File: src/rtl/disp_timing_pkg.sv
package disp_timing_pkg;
  localparam int VB_BIT  = 0;
  localparam int HB_BIT  = 1;
  localparam int LM_BIT  = 2;
  localparam int VB_IE   = 3;
  localparam int HB_IE   = 4;
  localparam int LM_IE   = 5;
  localparam int CMP_MSB = 7;
  localparam logic [15:0] WR_MASK = 16'hFFB8;

  // pulse vector order
  localparam int P_VIRQ = 0;
  localparam int P_HIRQ = 1;
  localparam int P_MIRQ = 2;
  localparam int P_HDMA = 3;
  localparam int P_VDMA = 4;
  localparam int NUM_P  = 5;
endpackage

File: src/rtl/dt_hcount.sv
module dt_hcount #(
  parameter int ACTIVE_TICKS = 3072,
  parameter int BLANK_TICKS  = 1188
) (
  input  logic clk_i,
  input  logic rst_ni,
  output logic hb_start_o,
  output logic line_end_o
);
  localparam int TOTAL = ACTIVE_TICKS + BLANK_TICKS;
  localparam int HW    = $clog2(TOTAL);

  logic [HW-1:0] h_q;

  assign hb_start_o = (h_q == HW'(ACTIVE_TICKS - 1));
  assign line_end_o = (h_q == HW'(TOTAL - 1));

  always_ff @(posedge clk_i or negedge rst_ni) begin
    if (!rst_ni)         h_q <= '0;
    else if (line_end_o) h_q <= '0;
    else                 h_q <= h_q + 1'b1;
  end
endmodule

File: src/rtl/dt_vcount.sv
module dt_vcount #(
  parameter int LINES  = 263,
  parameter int LINE_W = 9
) (
  input  logic              clk_i,
  input  logic              rst_ni,
  input  logic              adv_i,
  output logic [LINE_W-1:0] line_o,
  output logic [LINE_W-1:0] line_nxt_o
);
  logic [LINE_W-1:0] line_q;

  assign line_nxt_o = (line_q == LINE_W'(LINES - 1)) ? '0 : line_q + 1'b1;
  assign line_o     = line_q;

  always_ff @(posedge clk_i or negedge rst_ni) begin
    if (!rst_ni)    line_q <= '0;
    else if (adv_i) line_q <= line_nxt_o;
  end
endmodule

File: src/rtl/dt_status.sv
module dt_status
  import disp_timing_pkg::*;
#(
  parameter int VIS_LINES = 192,
  parameter int LINE_W    = 9
) (
  input  logic              clk_i,
  input  logic              rst_ni,
  input  logic              wr_en_i,
  input  logic [15:0]       wr_data_i,
  input  logic              hb_start_i,
  input  logic              line_end_i,
  input  logic [LINE_W-1:0] line_nxt_i,
  output logic [15:0]       stat_o,
  output logic              vb_enter_o,
  output logic              lm_rise_o,
  output logic              en_vb_o,
  output logic              en_hb_o,
  output logic              en_lm_o
);
  logic [15:0] ctrl_q;
  logic        hb_q, vb_q, lm_q;
  logic [8:0]  cmp_val;
  logic        lm_nxt;

  assign cmp_val    = {ctrl_q[CMP_MSB], ctrl_q[15:8]};
  assign lm_nxt     = (32'(line_nxt_i) == 32'(cmp_val));
  assign vb_enter_o = line_end_i && (line_nxt_i == LINE_W'(VIS_LINES));
  assign lm_rise_o  = line_end_i && lm_nxt && !lm_q;
  assign en_vb_o    = ctrl_q[VB_IE];
  assign en_hb_o    = ctrl_q[HB_IE];
  assign en_lm_o    = ctrl_q[LM_IE];

  always_comb begin
    stat_o         = ctrl_q;
    stat_o[VB_BIT] = vb_q;
    stat_o[HB_BIT] = hb_q;
    stat_o[LM_BIT] = lm_q;
  end

  always_ff @(posedge clk_i or negedge rst_ni) begin
    if (!rst_ni)      ctrl_q <= '0;
    else if (wr_en_i) ctrl_q <= wr_data_i & WR_MASK;
  end

  always_ff @(posedge clk_i or negedge rst_ni) begin
    if (!rst_ni) begin
      hb_q <= 1'b0;
      vb_q <= 1'b0;
      lm_q <= 1'b0;
    end else begin
      if (hb_start_i) hb_q <= 1'b1;
      if (line_end_i) begin
        hb_q <= 1'b0;
        lm_q <= lm_nxt;
        if (line_nxt_i == LINE_W'(VIS_LINES)) vb_q <= 1'b1;
        else if (line_nxt_i == '0)            vb_q <= 1'b0;
      end
    end
  end
endmodule

File: src/rtl/dt_irq.sv
module dt_irq
  import disp_timing_pkg::*;
(
  input  logic             clk_i,
  input  logic             rst_ni,
  input  logic             hb_start_i,
  input  logic             vb_enter_i,
  input  logic             lm_rise_i,
  input  logic             line_vis_i,
  input  logic             en_vb_i,
  input  logic             en_hb_i,
  input  logic             en_lm_i,
  output logic [NUM_P-1:0] pulse_o
);
  logic [NUM_P-1:0] ev;

  always_comb begin
    ev         = '0;
    ev[P_VIRQ] = vb_enter_i && en_vb_i;
    ev[P_HIRQ] = hb_start_i && en_hb_i;
    ev[P_MIRQ] = lm_rise_i  && en_lm_i;
    ev[P_HDMA] = hb_start_i && line_vis_i;
    ev[P_VDMA] = vb_enter_i;
  end

  for (genvar g = 0; g < NUM_P; g++) begin : g_pulse
    always_ff @(posedge clk_i or negedge rst_ni) begin
      if (!rst_ni) pulse_o[g] <= 1'b0;
      else         pulse_o[g] <= ev[g];
    end
  end
endmodule

File: src/rtl/disp_timing.sv
module disp_timing
  import disp_timing_pkg::*;
#(
  parameter int ACTIVE_TICKS = 3072,
  parameter int BLANK_TICKS  = 1188,
  parameter int LINES        = 263,
  parameter int VIS_LINES    = 192,
  localparam int LINE_W      = $clog2(LINES)
) (
  input  logic              clk_i,
  input  logic              rst_ni,
  input  logic              wr_en_i,
  input  logic [15:0]       wr_data_i,
  output logic [15:0]       stat_o,
  output logic [LINE_W-1:0] line_o,
  output logic              irq_vblank_o,
  output logic              irq_hblank_o,
  output logic              irq_match_o,
  output logic              hblank_dma_o,
  output logic              vblank_dma_o
);
  logic              hb_start, line_end;
  logic [LINE_W-1:0] line_nxt;
  logic              vb_enter, lm_rise, en_vb, en_hb, en_lm;
  logic [NUM_P-1:0]  pulse;

  dt_hcount #(.ACTIVE_TICKS(ACTIVE_TICKS), .BLANK_TICKS(BLANK_TICKS)) u_h (
    .clk_i, .rst_ni, .hb_start_o(hb_start), .line_end_o(line_end)
  );

  dt_vcount #(.LINES(LINES), .LINE_W(LINE_W)) u_v (
    .clk_i, .rst_ni, .adv_i(line_end), .line_o(line_o), .line_nxt_o(line_nxt)
  );

  dt_status #(.VIS_LINES(VIS_LINES), .LINE_W(LINE_W)) u_st (
    .clk_i, .rst_ni, .wr_en_i, .wr_data_i,
    .hb_start_i(hb_start), .line_end_i(line_end), .line_nxt_i(line_nxt),
    .stat_o(stat_o), .vb_enter_o(vb_enter), .lm_rise_o(lm_rise),
    .en_vb_o(en_vb), .en_hb_o(en_hb), .en_lm_o(en_lm)
  );

  dt_irq u_irq (
    .clk_i, .rst_ni, .hb_start_i(hb_start), .vb_enter_i(vb_enter),
    .lm_rise_i(lm_rise), .line_vis_i(line_o < LINE_W'(VIS_LINES)),
    .en_vb_i(en_vb), .en_hb_i(en_hb), .en_lm_i(en_lm), .pulse_o(pulse)
  );

  assign irq_vblank_o = pulse[P_VIRQ];
  assign irq_hblank_o = pulse[P_HIRQ];
  assign irq_match_o  = pulse[P_MIRQ];
  assign hblank_dma_o = pulse[P_HDMA];
  assign vblank_dma_o = pulse[P_VDMA];
endmodule

File: config.mk
export PLATFORM = sky130hd
export DESIGN_NAME = disp_timing
export DESIGN_NICKNAME = d
export VERILOG_FILES = /design/src/rtl/disp_timing_pkg.sv /design/src/rtl/dt_hcount.sv /design/src/rtl/dt_vcount.sv /design/src/rtl/dt_status.sv /design/src/rtl/dt_irq.sv /design/src/rtl/disp_timing.sv
export SDC_FILE = /design/constraint.sdc
export NUM_CORES = 1
export LEC_CHECK = 0
export BUFFER_PORTS_ARGS = -buffer_cell sky130_fd_sc_hd__buf_2
export CORE_ASPECT_RATIO = 1.4
export CORE_UTILIZATION = 50
export DETAILED_ROUTE_END_ITERATION = 7
export GPL_TIMING_DRIVEN = 0
export PLACE_DENSITY_LB_ADDON = 0.05
export SYNTH_ARGS = -nofsm -noshare
export SYNTH_HDL_FRONTEND = slang
export SYNTH_HIERARCHICAL = 1
export SYNTH_SLANG_ARGS = --single-unit
File: constraint.sdc
create_clock -name clk_i -period 2.7 [get_ports clk_i]
set_clock_uncertainty 0.05 [all_clocks]
set_input_delay 0.81 -clock clk_i [delete_from_list [all_inputs] [get_ports clk_i]]
set_output_delay 0.81 -clock clk_i [all_outputs]
set_load 0.005 [all_outputs]
==> results of run 1 <==
==> cell type report <==
class	instances	share of cell area
buffer	16	0.0428
clock buffer	7	0.0304
clock inverter	1	0.0120
inverter	3	0.00448
multi-input combinational	129	0.385
sequential	42	0.419
tap	43	0.0214
timing repair buffer	43	0.0857
==> state kept, by name, summed over array words and instances, names as in the netlist <==
register,count
u_irq/pulse_o,5
u_v/line_o,9
u_h/h_q,13
u_st/lm_q,1
u_st/vb_q,1
u_st/ctrl_q,12
u_st/hb_q,1
==> report_power, final <==
group          internal [W]  leakage [nW]  switching [W]
registers          0.000647         0.545      0.0000153
clock network      0.000277        0.0524       0.000210
logic             0.0000498         0.631      0.0000364
total              0.000973          1.23       0.000261
==> metrics by stage <==
| stage | worst slack [ns] | power [W] |
|---|---|---|
| 6_report | 0.362 | 0.00123 |
| 5_1_grt | 0.0889 | 0.00128 |
| 4_1_cts | 0.350 | 0.00126 |
| 3_5_place_dp | 0.386 | 0.000763 |
| 3_3_place_gp | 0.428 | 0.000758 |
| 2_1_floorplan | 0.634 | 0.000715 |
==> final timing paths <==
| path | startpoint | to | cells past startpoint |
|---|---|---|---|
| setup / recovery | u_v/line_o[1]$_DFFE_PN0P_ | u_irq/pulse_o[0]$_DFF_PN0_ | 9 |
| hold / removal | u_h/h_q[0]$_DFF_PN0_ | u_h/h_q[0]$_DFF_PN0_ | 1 |
| setup reg to reg | u_v/line_o[1]$_DFFE_PN0P_ | u_irq/pulse_o[0]$_DFF_PN0_ | 9 |
| hold reg to reg | u_h/h_q[0]$_DFF_PN0_ | u_h/h_q[0]$_DFF_PN0_ | 1 |
| max in group asynchronous | rst_ni | u_v/line_o[0]$_DFFE_PN0P_ | 1 |
| min in group asynchronous | rst_ni | u_h/h_q[8]$_DFF_PN0_ | 1 |
==> synth_stat cells, types with 3 or more instances <==
| cell | instances | share of area |
|---|---|---|
| dfrtp_1 | 42 | 0.49 |
| xnor2_1 | 26 | 0.11 |
| nor2_1 | 17 | 0.030 |
| mux2_2 | 12 | 0.063 |
| nand2_1 | 11 | 0.019 |
| nand3_1 | 9 | 0.021 |
| buf_4 | 7 | 0.025 |
| nand4_1 | 6 | 0.018 |
| buf_2 | 5 | 0.012 |
| xor2_1 | 5 | 0.021 |
| and2_1 | 4 | 0.012 |
| and3_1 | 4 | 0.012 |
| a21oi_1 | 3 | 0.0070 |
| ha_1 | 3 | 0.018 |
| inv_1 | 3 | 0.0053 |
==> critical path: stages (launching register included) <==
cell	delay, ns
dfrtp_1	0.43
ha_1	0.17
clkbuf_1	0.31
nand4_1	0.14
nor2_1	0.22
xnor2_1	0.15
nor2_1	0.09
nor4b_2	0.30
and4_1	0.29
and2_1	0.14
==> kinds of logic (layout without fill, tap and decap cells) <==
family,count (synthesis),in the layout,share of synthesized area
buffers and inverters,19,70,0.0557
xor gates and xnor gates,31,31,0.127
other,1,1,0.00176
AOI/OAI and AO/OA,11,11,0.0351
DFF,42,42,0.492
adders and majority gates,3,3,0.0176
muxes,14,14,0.0750
and+or+nand+nor,69,69,0.196
==> metal layers <==
metal | part of all wire | up-vias
met4 | 0.019 | 0
met5 | 0 | -
met3 | 0.030 | 8
met1 | 0.39 | 729
met2 | 0.56 | 33
li1 | - | 737
==> results.txt, run 1 <==
outcome = finished with violations
failing checks = DRC
Hold WS = 0.440 ns
Routed WL = 4.14 mm
# H-tree levels = 2
Power Dens Cells = 492 mW/mm²
die height = 79.3 µm
Post-DRT Antenna Nets = 0
GR Util met1 = 0.214
Die ar. = 0.00454 mm²
IO Pins = 49
Root Driver = clkbuf_8
GRT Overall Usage = 0.203
Fillers = 347
WP data arrival = 2.52 ns
post-CTS resize count = 0
Mean Syn Cell Area = 11.2 µm²
Placement Cell Area = 0.00240 mm²
met2 Usage GRT = 0.379
flop2flop setup slack = 0.36 ns
Detailed Place HPWL = 3.04 mm
RSZ-0062 raised after global routing = no
FMAX = 428 MHz
floorplan row count = 27
YS warnings = 6
most common cell after layout, fill and taps aside = buf_2
final setup fails = 0
Relative slew margins = 0.380
pin count of the biggest net entering global routing = 43
clk sinks = 42
Post-CTS Setup Repair Bufs = 0
flop and latch count out of synthesis = 42
Antenna diodes = 0
grt peak-use layer = met2
Synth Instances = 190
critical path class = register to register
Post-CTS Hold Fix Bufs = 0
Starting Density = 0.531
CORE AREA = 0.00402 mm²
global-route wire length before repair = 6.93 mm
leakage = 1.23 nW
vias per inst = 5.31
Most used DFF post-synth = dfrtp_1
Horiz. Die Dim = 57.2 µm
final period utilization = 0.866
vias in the first global route = 1526
gr ovfl total = 0
Setup crit end kind = register
Post-Syn Area = 0.00214 mm²
placed insts = 276
commonest non-fill, non-tap cells in the layout = 48 x buf_2, 42 x dfrtp_1, 26 x xnor2_1, 17 x nor2_1, 12 x mux2_2
DRT Pass-1 Iters = 8
critical path fanouts, max = 8
fin crit period = 2.34 ns
ratio of cells with drive above 1 in the final layout = 0.349
Fin. Hold Viols = 0
DR iter-0 viols = 37
number of synthesized flops with an enable pin = 0
WL/cell = 14.6 µm
final cell count without fillers = 284
fin util = 0.625
initial antenna violation count = 0
met3 global-route usage = 0.0423
GPL Wtd Cong = 0.833
number of remaining DRC errors = 2
Sequential Area = 0.00105 mm²
Setup TNS = 0 ns
final instance area = 0.00251 mm²
fin. max-slew vios = 0
max-cap violation count = 0
Max VDD drop = 0.357 mV
IO Port Bufs = 43
register area share after synthesis = 0.492
worst-margin pin slew = 0.930 ns
TritonCTS Buffers = 5
area of the multi-input gates = 966 µm²
Synth async-reset ratio = 1.00
worst-skew pair later-pin latency = 0.29 ns
HP Class = register to register
CTS Buffer Depth = 2
Reg clk slew, reported paths = 0.08 ns
Post-Syn Nets = 212
Yosys cell types = 43
Nets = 262
Via Count = 1507
Crit path required time = 2.88 ns
Area Growth Syn to Fin = 17.6%
Setup crit start kind = register
CTS tree = done
No activity file was read; power rests on OpenSTA's default activity.
==> run 2: changes to the inputs <==
--- a/config.mk
+++ b/config.mk
@@ -7,7 +7,7 @@
 export LEC_CHECK = 0
 export BUFFER_PORTS_ARGS = -buffer_cell sky130_fd_sc_hd__buf_2
 export CORE_ASPECT_RATIO = 1.4
-export CORE_UTILIZATION = 50
+export CORE_UTILIZATION = 48
 export DETAILED_ROUTE_END_ITERATION = 7
 export GPL_TIMING_DRIVEN = 0
 export PLACE_DENSITY_LB_ADDON = 0.05
==> constraint.sdc (replaced) <==
create_clock -name clk_i -period 2 [get_ports clk_i]
set_clock_uncertainty 0.05 [all_clocks]
set_input_delay 0.6 -clock clk_i [delete_from_list [all_inputs] [get_ports clk_i]]
set_output_delay 0.6 -clock clk_i [all_outputs]
set_load 0.005 [all_outputs]
==> results.txt, run 2 (same netlist as run 1, synthesis figures left out) <==
Root Driver = clkbuf_8
WP data arrival = 2.29 ns (-0.23 ns)
CTS Buffer Depth = 2 (unchanged)
Setup TNS = -0.324 ns (-0.324 ns)
Starting Density = 0.504 (-0.0274)
clock power share = 0.395 (about the same)
WL/cell = 14.5 µm (-0.59%)
Post-DRT Antenna Nets = 0 (unchanged)
FMAX = 476 MHz (+11%)
commonest non-fill, non-tap cells in the layout = 46 x buf_2, 41 x dfrtp_1, 23 x xnor2_1, 17 x buf_4, 12 x mux2_2
worst-margin pin slew = 0.924 ns (-0.00591 ns)
vias per inst = 5.04 (-5.1%)
Via Count = 1561 (+3.6%)
DR WL met3 = 111 µm (-12%)
final cell count without fillers = 310 (+9.2%)
TritonCTS Buffers = 5 (unchanged)
HP Class = input port to asynchronous set/reset pin
critical path fanouts, max = 6 (-2)
fin. max-slew vios = 0 (unchanged)
number of remaining DRC errors = 0 (-2)
Switching Power = 0.000360 W (+38%)
Fin. Hold Viols = 0 (unchanged)
Die ar. = 0.00472 mm² (+4.0%)
Seq pwr share = 0.535 (about the same)
gr ovfl total = 0 (unchanged)
Area Growth Syn to Fin = 28.1%
final setup fails = 4 (+4)
met2 routed WL = 2.60 mm (+12%)
Sequential Area = 0.00105 mm² (+0.12%)
Horiz. Die Dim = 58.4 µm (+2.0%)
Detailed Place HPWL = 3.18 mm (+4.6%)
Reg clk slew, reported paths = 0.08 ns (about the same)
vias in the first global route = 1568 (+2.8%)
max-cap violation count = 0 (unchanged)
floorplan row count = 28 (+3.7%)
pin count of the biggest net entering global routing = 43 (unchanged)
P_int = 0.00131 W (+35%)
CORE AREA = 0.00424 mm² (+5.4%)
placed insts = 293 (+6.2%)
max reg flops = 13 (unchanged)
DRT met1 WL = 1.69 mm (+4.8%)
IO Pins = 49 (unchanged)
Top reg by flops = u_h/h_q
Crit path required time = 2.19 ns (-0.69 ns)
failing checks = setup timing
RSZ-0062 raised after global routing = yes
clk sinks = 42 (unchanged)
critical path class = register to register
final period utilization = 1.05 (+0.184)
final worst slack = -0.101 ns (-0.463 ns)
die height = 80.9 µm (+2.0%)
fin crit period = 2.10 ns (-0.237 ns)
combinational group share of total power = 0.070 (about the same)
most common cell after layout, fill and taps aside = buf_2
DR iter-0 viols = 43 (+16%)
Crit. Startpoint = u_v/line_o[8]$_DFFE_PN0P_
IO Port Bufs = 43 (unchanged)
Post-CTS Hold Fix Bufs = 0 (unchanged)
CTS tree = done
Relative slew margins = 0.384 (+0.00394)
Nets = 271 (+3.4%)
Max VDD drop = 0.470 mV (+32%)
Routed WL = 4.49 mm (+8.5%)
Antenna diodes = 0 (unchanged)
Setup crit end kind = register
Switching Share = 0.215 (+0.00361)
GRT Overall Usage = 0.208 (+0.00414)
worst-skew pair later-pin latency = 0.29 ns (about the same)
ratio of cells with drive above 1 in the final layout = 0.460 (+0.111)
leakage = 1.32 nW (+7.1%)
outcome = finished with violations
# H-tree levels = 2 (unchanged)
initial antenna violation count = 0 (unchanged)
Power Dens Cells = 612 mW/mm² (+24%)
Setup crit start kind = register
RR Startpoint = u_v/line_o[8]$_DFFE_PN0P_
global-route wire length before repair = 7.25 mm (+4.5%)
highest metal used = met4
area of the multi-input gates = 0.00107 mm² (+11%)
Fillers = 352 (+1.4%)
DRT Pass-1 Iters = 4 (-4)
GPL Wtd Cong = 0.835 (+0.28%)
-- run 2: cell types whose count changed in the layout (fill, tap and decap cells not counted), moves of 3 or more --
cell,before,now
nor2_1,17,11
xnor2_2,0,3
nor2_4,1,4
nor2_2,0,3
xnor2_1,26,23
clkbuf_1,4,1
buf_4,7,17
-- run 2: path summary, 6_finish.rpt --
| check | to | slack [ns] | cells past startpoint |
|---|---|---|---|
| setup / recovery | u_irq/pulse_o[0]$_DFF_PN0_ | -0.10 | 7 |
| hold / removal | u_irq/pulse_o[1]$_DFF_PN0_ | 0.39 | 1 |
| setup reg to reg | u_irq/pulse_o[0]$_DFF_PN0_ | -0.10 | 7 |
| hold reg to reg | u_st/hb_q$_DFFE_PN0P_ | 0.45 | 2 |
| max in group asynchronous | u_v/line_o[0]$_DFFE_PN0P_ | 0.87 | 1 |
| min in group clk_i | u_st/hb_q$_DFFE_PN0P_ | 0.45 | 2 |
-- run 2: stage by stage --
stage | worst slack [ns] | hold WS (ns) | area, µm² | util | power [W]
2_1_floorplan | 0.0241 | 0.254 | 2140 | - | 0.000966
3_3_place_gp | -0.260 | 0.419 | 2430 | 0.573 | 0.00102
3_5_place_dp | -0.306 | 0.435 | 2430 | 0.573 | 0.00103
4_1_cts | -0.0461 | 0.414 | 2660 | 0.628 | 0.00170
5_1_grt | -0.190 | 0.437 | 2740 | 0.645 | 0.00174
6_report | -0.101 | 0.392 | 2740 | 0.645 | 0.00167
-- run 2: final cells by class --
class                   instances  share of cell area
plain buffers                  16              0.0476
clock buffers                   6              0.0265
clock inverters                 2              0.0137
inverters                       3             0.00412
multi-input cells             129               0.392
flip-flops and latches         42               0.385
well taps                      60              0.0274
repair buffers                 52               0.103
-- run 2: what timing repair did --
item | 4_1_cts | 5_1_grt
endpoints found under the setup margin | 12 | 16
pin swaps | 11 | 3
gates resized for setup | 18 | 13
setup buffers | 7 | 2
-- run 2: per-layer routing --
metal,track usage,vias to the layer above
met2,0.382,31
met1,0.223,768
li1,-,754
met5,0,-
met3,0.0430,8
met4,0.0976,0
-- run 2: worst max-delay path, stage by stage (launching register included) --
cell and delay [ns]:
dfrtp_1 0.49, nor4bb_2 0.33, and4b_1 0.25, buf_6 0.16, nor2_4 0.06, nor4b_4 0.29
and4_4 0.28, and2_4 0.14
-- run 2: power by group through the flow --
stage / clock network, W / logic, W / registers [W]
floorplan: 0 / 0.0000560 / 0.000910
global placement: 0 / 0.000115 / 0.000910
detailed placement: 0 / 0.000120 / 0.000912
CTS: 0.000685 / 0.000121 / 0.000895
global route: 0.000717 / 0.000129 / 0.000899
finish: 0.000661 / 0.000117 / 0.000894
==> run 3: changes to the inputs <==
--- a/config.mk
+++ b/config.mk
@@ -5,12 +5,16 @@
 export SDC_FILE = /design/constraint.sdc
 export NUM_CORES = 1
 export LEC_CHECK = 0
+export ABC_CLOCK_PERIOD_IN_PS = 2000
 export BUFFER_PORTS_ARGS = -buffer_cell sky130_fd_sc_hd__buf_2
+export CELL_PAD_IN_SITES_DETAIL_PLACEMENT = 0
+export CELL_PAD_IN_SITES_GLOBAL_PLACEMENT = 1
 export CORE_ASPECT_RATIO = 1.4
-export CORE_UTILIZATION = 48
+export CORE_UTILIZATION = 37
 export DETAILED_ROUTE_END_ITERATION = 7
 export GPL_TIMING_DRIVEN = 0
 export PLACE_DENSITY_LB_ADDON = 0.05
+export SKIP_CTS_REPAIR_TIMING = 1
 export SYNTH_ARGS = -nofsm -noshare
 export SYNTH_HDL_FRONTEND = slang
 export SYNTH_HIERARCHICAL = 1
==> results.txt, run 3 (same netlist as run 1, synthesis figures left out) <==
outcome = finished with violations
failing checks = setup timing
worst-skew pair later-pin latency = 0.29 ns (about the same)
buffers and inverters on the worst path = 2 (+1)
crit-path leading delay family = simple AND/OR/NAND/NOR gates
# H-tree levels = 2 (unchanged)
CTS Buffer Depth = 2 (unchanged)
WP data arrival = 2.26 ns (-0.03 ns)
Starting Density = 0.387 (-0.117)
Setup TNS = -0.448 ns (-0.123 ns)
RSZ-0062 raised after global routing = yes
WL/cell = 14.7 µm (+1.2%)
max-cap violation count = 0 (unchanged)
Antenna diodes = 0 (unchanged)
GPL Wtd Cong = 0.751 (-10%)
IO Port Bufs = 43 (unchanged)
HP Class = input port to asynchronous set/reset pin
floorplan row count = 32 (+14%)
Setup crit start kind = register
critical path fanouts, max = 7 (+1)
IO Pins = 49 (unchanged)
Crit path required time = 2.13 ns (-0.06 ns)
clk sinks = 42 (unchanged)
global-route wire length before repair = 7.60 mm (+4.8%)
final worst slack = -0.128 ns (-0.0267 ns)
DR iter-0 viols = 29 (-33%)
Crit-path slowest cell = dfrtp_1
fin. max-slew vios = 0 (unchanged)
Routed WL = 4.63 mm (+3.2%)
fin crit period = 2.13 ns (+0.0267 ns)
Top reg by flops = u_h/h_q
Via Count = 1558 (-0.19%)
ratio of cells with drive above 1 in the final layout = 0.448 (-0.0124)
Reg clk slew, reported paths = 0.08 ns (about the same)
TritonCTS Buffers = 5 (unchanged)
Post-DRT Antenna Nets = 0 (unchanged)
Fillers = 530 (+51%)
critical path class = register to register
Max VDD drop = 0.291 mV (-38%)
final setup fails = 5 (+1)
Die ar. = 0.00608 mm² (+29%)
die height = 91.9 µm (+14%)
final period utilization = 1.06 (+0.0133)
Relative slew margins = 0.364 (-0.0193)
max reg flops = 13 (unchanged)
DRT Pass-1 Iters = 5 (+1)
Crit. Startpoint = u_v/line_o[0]$_DFFE_PN0P_
critical path, cell by cell = inv_2 > ha_1 > nor4bb_2 > and4b_1 > buf_6 > nor2_4 > nor4_4 > nand2_1 > a211o_1
area of the multi-input gates = 0.00106 mm² (-1.0%)
FMAX = 470 MHz (-1.3%)
Nets = 269 (-0.74%)
leakage = 1.28 nW (-2.5%)
number of remaining DRC errors = 0 (unchanged)
vias per inst = 4.93 (-2.1%)
CTS tree = done
CORE AREA = 0.00553 mm² (+30%)
initial antenna violation count = 0 (unchanged)
Placement Cell Area = 0.00244 mm² (+0.41%)
vias in the first global route = 1577 (+0.57%)
Power Dens Cells = 588 mW/mm² (-3.8%)
Sequential Area = 0.00105 mm² (unchanged)
gr ovfl total = 0 (unchanged)
GRT Overall Usage = 0.168 (-0.0395)
Root Driver = clkbuf_8
Fin. Hold Viols = 0 (unchanged)
Hold WS = 0.403 ns (+0.0108 ns)
most common cell after layout, fill and taps aside = buf_2
Detailed Place HPWL = 3.24 mm (+1.7%)
final instance area = 0.00270 mm² (-1.4%)
RR Startpoint = u_v/line_o[0]$_DFFE_PN0P_
Area Growth Syn to Fin = 26.3%
Max stage delay on crit path = 0.42 ns (-0.07 ns)
worst-margin pin slew = 0.953 ns (+0.0289 ns)
commonest non-fill, non-tap cells in the layout = 46 x buf_2, 41 x dfrtp_1, 24 x xnor2_1, 16 x buf_4, 12 x mux2_2
pin count of the biggest net entering global routing = 43 (unchanged)
Horiz. Die Dim = 66.2 µm (+13%)
Setup crit end kind = register
==> run 3: power breakdown <==
part	total [W]	leakage (nW)	switching (W)	internal (W)
sequential	0.000895	0.543	0.0000220	0.000873
clock	0.000576	0.0472	0.000298	0.000278
combinational	0.000116	0.693	0.0000492	0.0000671
total	0.00159	1.28	0.000369	0.00122
==> run 3: worst paths after layout <==
path / slack [ns] / endpoint / depth (start not counted)
max in group asynchronous: 0.84 / u_v/line_o[1]$_DFFE_PN0P_ / 1
worst max register to register: -0.13 / u_st/vb_q$_DFFE_PN0P_ / 9
worst min register to register: 0.45 / u_h/h_q[0]$_DFF_PN0_ / 1
worst max-delay path: -0.13 / u_st/vb_q$_DFFE_PN0P_ / 9
min in group clk_i: 0.45 / u_h/h_q[0]$_DFF_PN0_ / 1
worst min-delay path: 0.40 / u_h/h_q[9]$_DFF_PN0_ / 1
==> run 3: layout make-up <==
cell class,instances,share of cell area
Multi-Input combinational cell,129,0.394
Sequential cell,42,0.390
Timing Repair Buffer,50,0.0993
Buffer,16,0.0459
Tap cell,68,0.0315
Clock buffer,6,0.0306
Clock inverter,2,0.00464
Inverter,3,0.00417
==> run 3: per-layer routing <==
metal | up-vias | wire length (µm) | part of all wire | global-route usage
met1 | 769 | 1800 | 0.39 | 0.182
met4 | 0 | 98 | 0.021 | 0.0656
li1 | 752 | - | - | -
met5 | - | 0 | 0 | 0
met3 | 7 | 124 | 0.027 | 0.0386
met2 | 30 | 2610 | 0.56 | 0.305
==> run 3: through the flow <==
stage	total power, W	worst slack, ns	util	instances
after floorplan	0.000966	0.0241	-	190
after global placement	0.00103	-0.325	0.441	301
after detailed placement	0.00103	-0.310	0.441	301
after CTS	0.00162	-0.341	0.458	309
after global routing	0.00168	-0.280	0.488	316
final	0.00159	-0.128	0.488	316
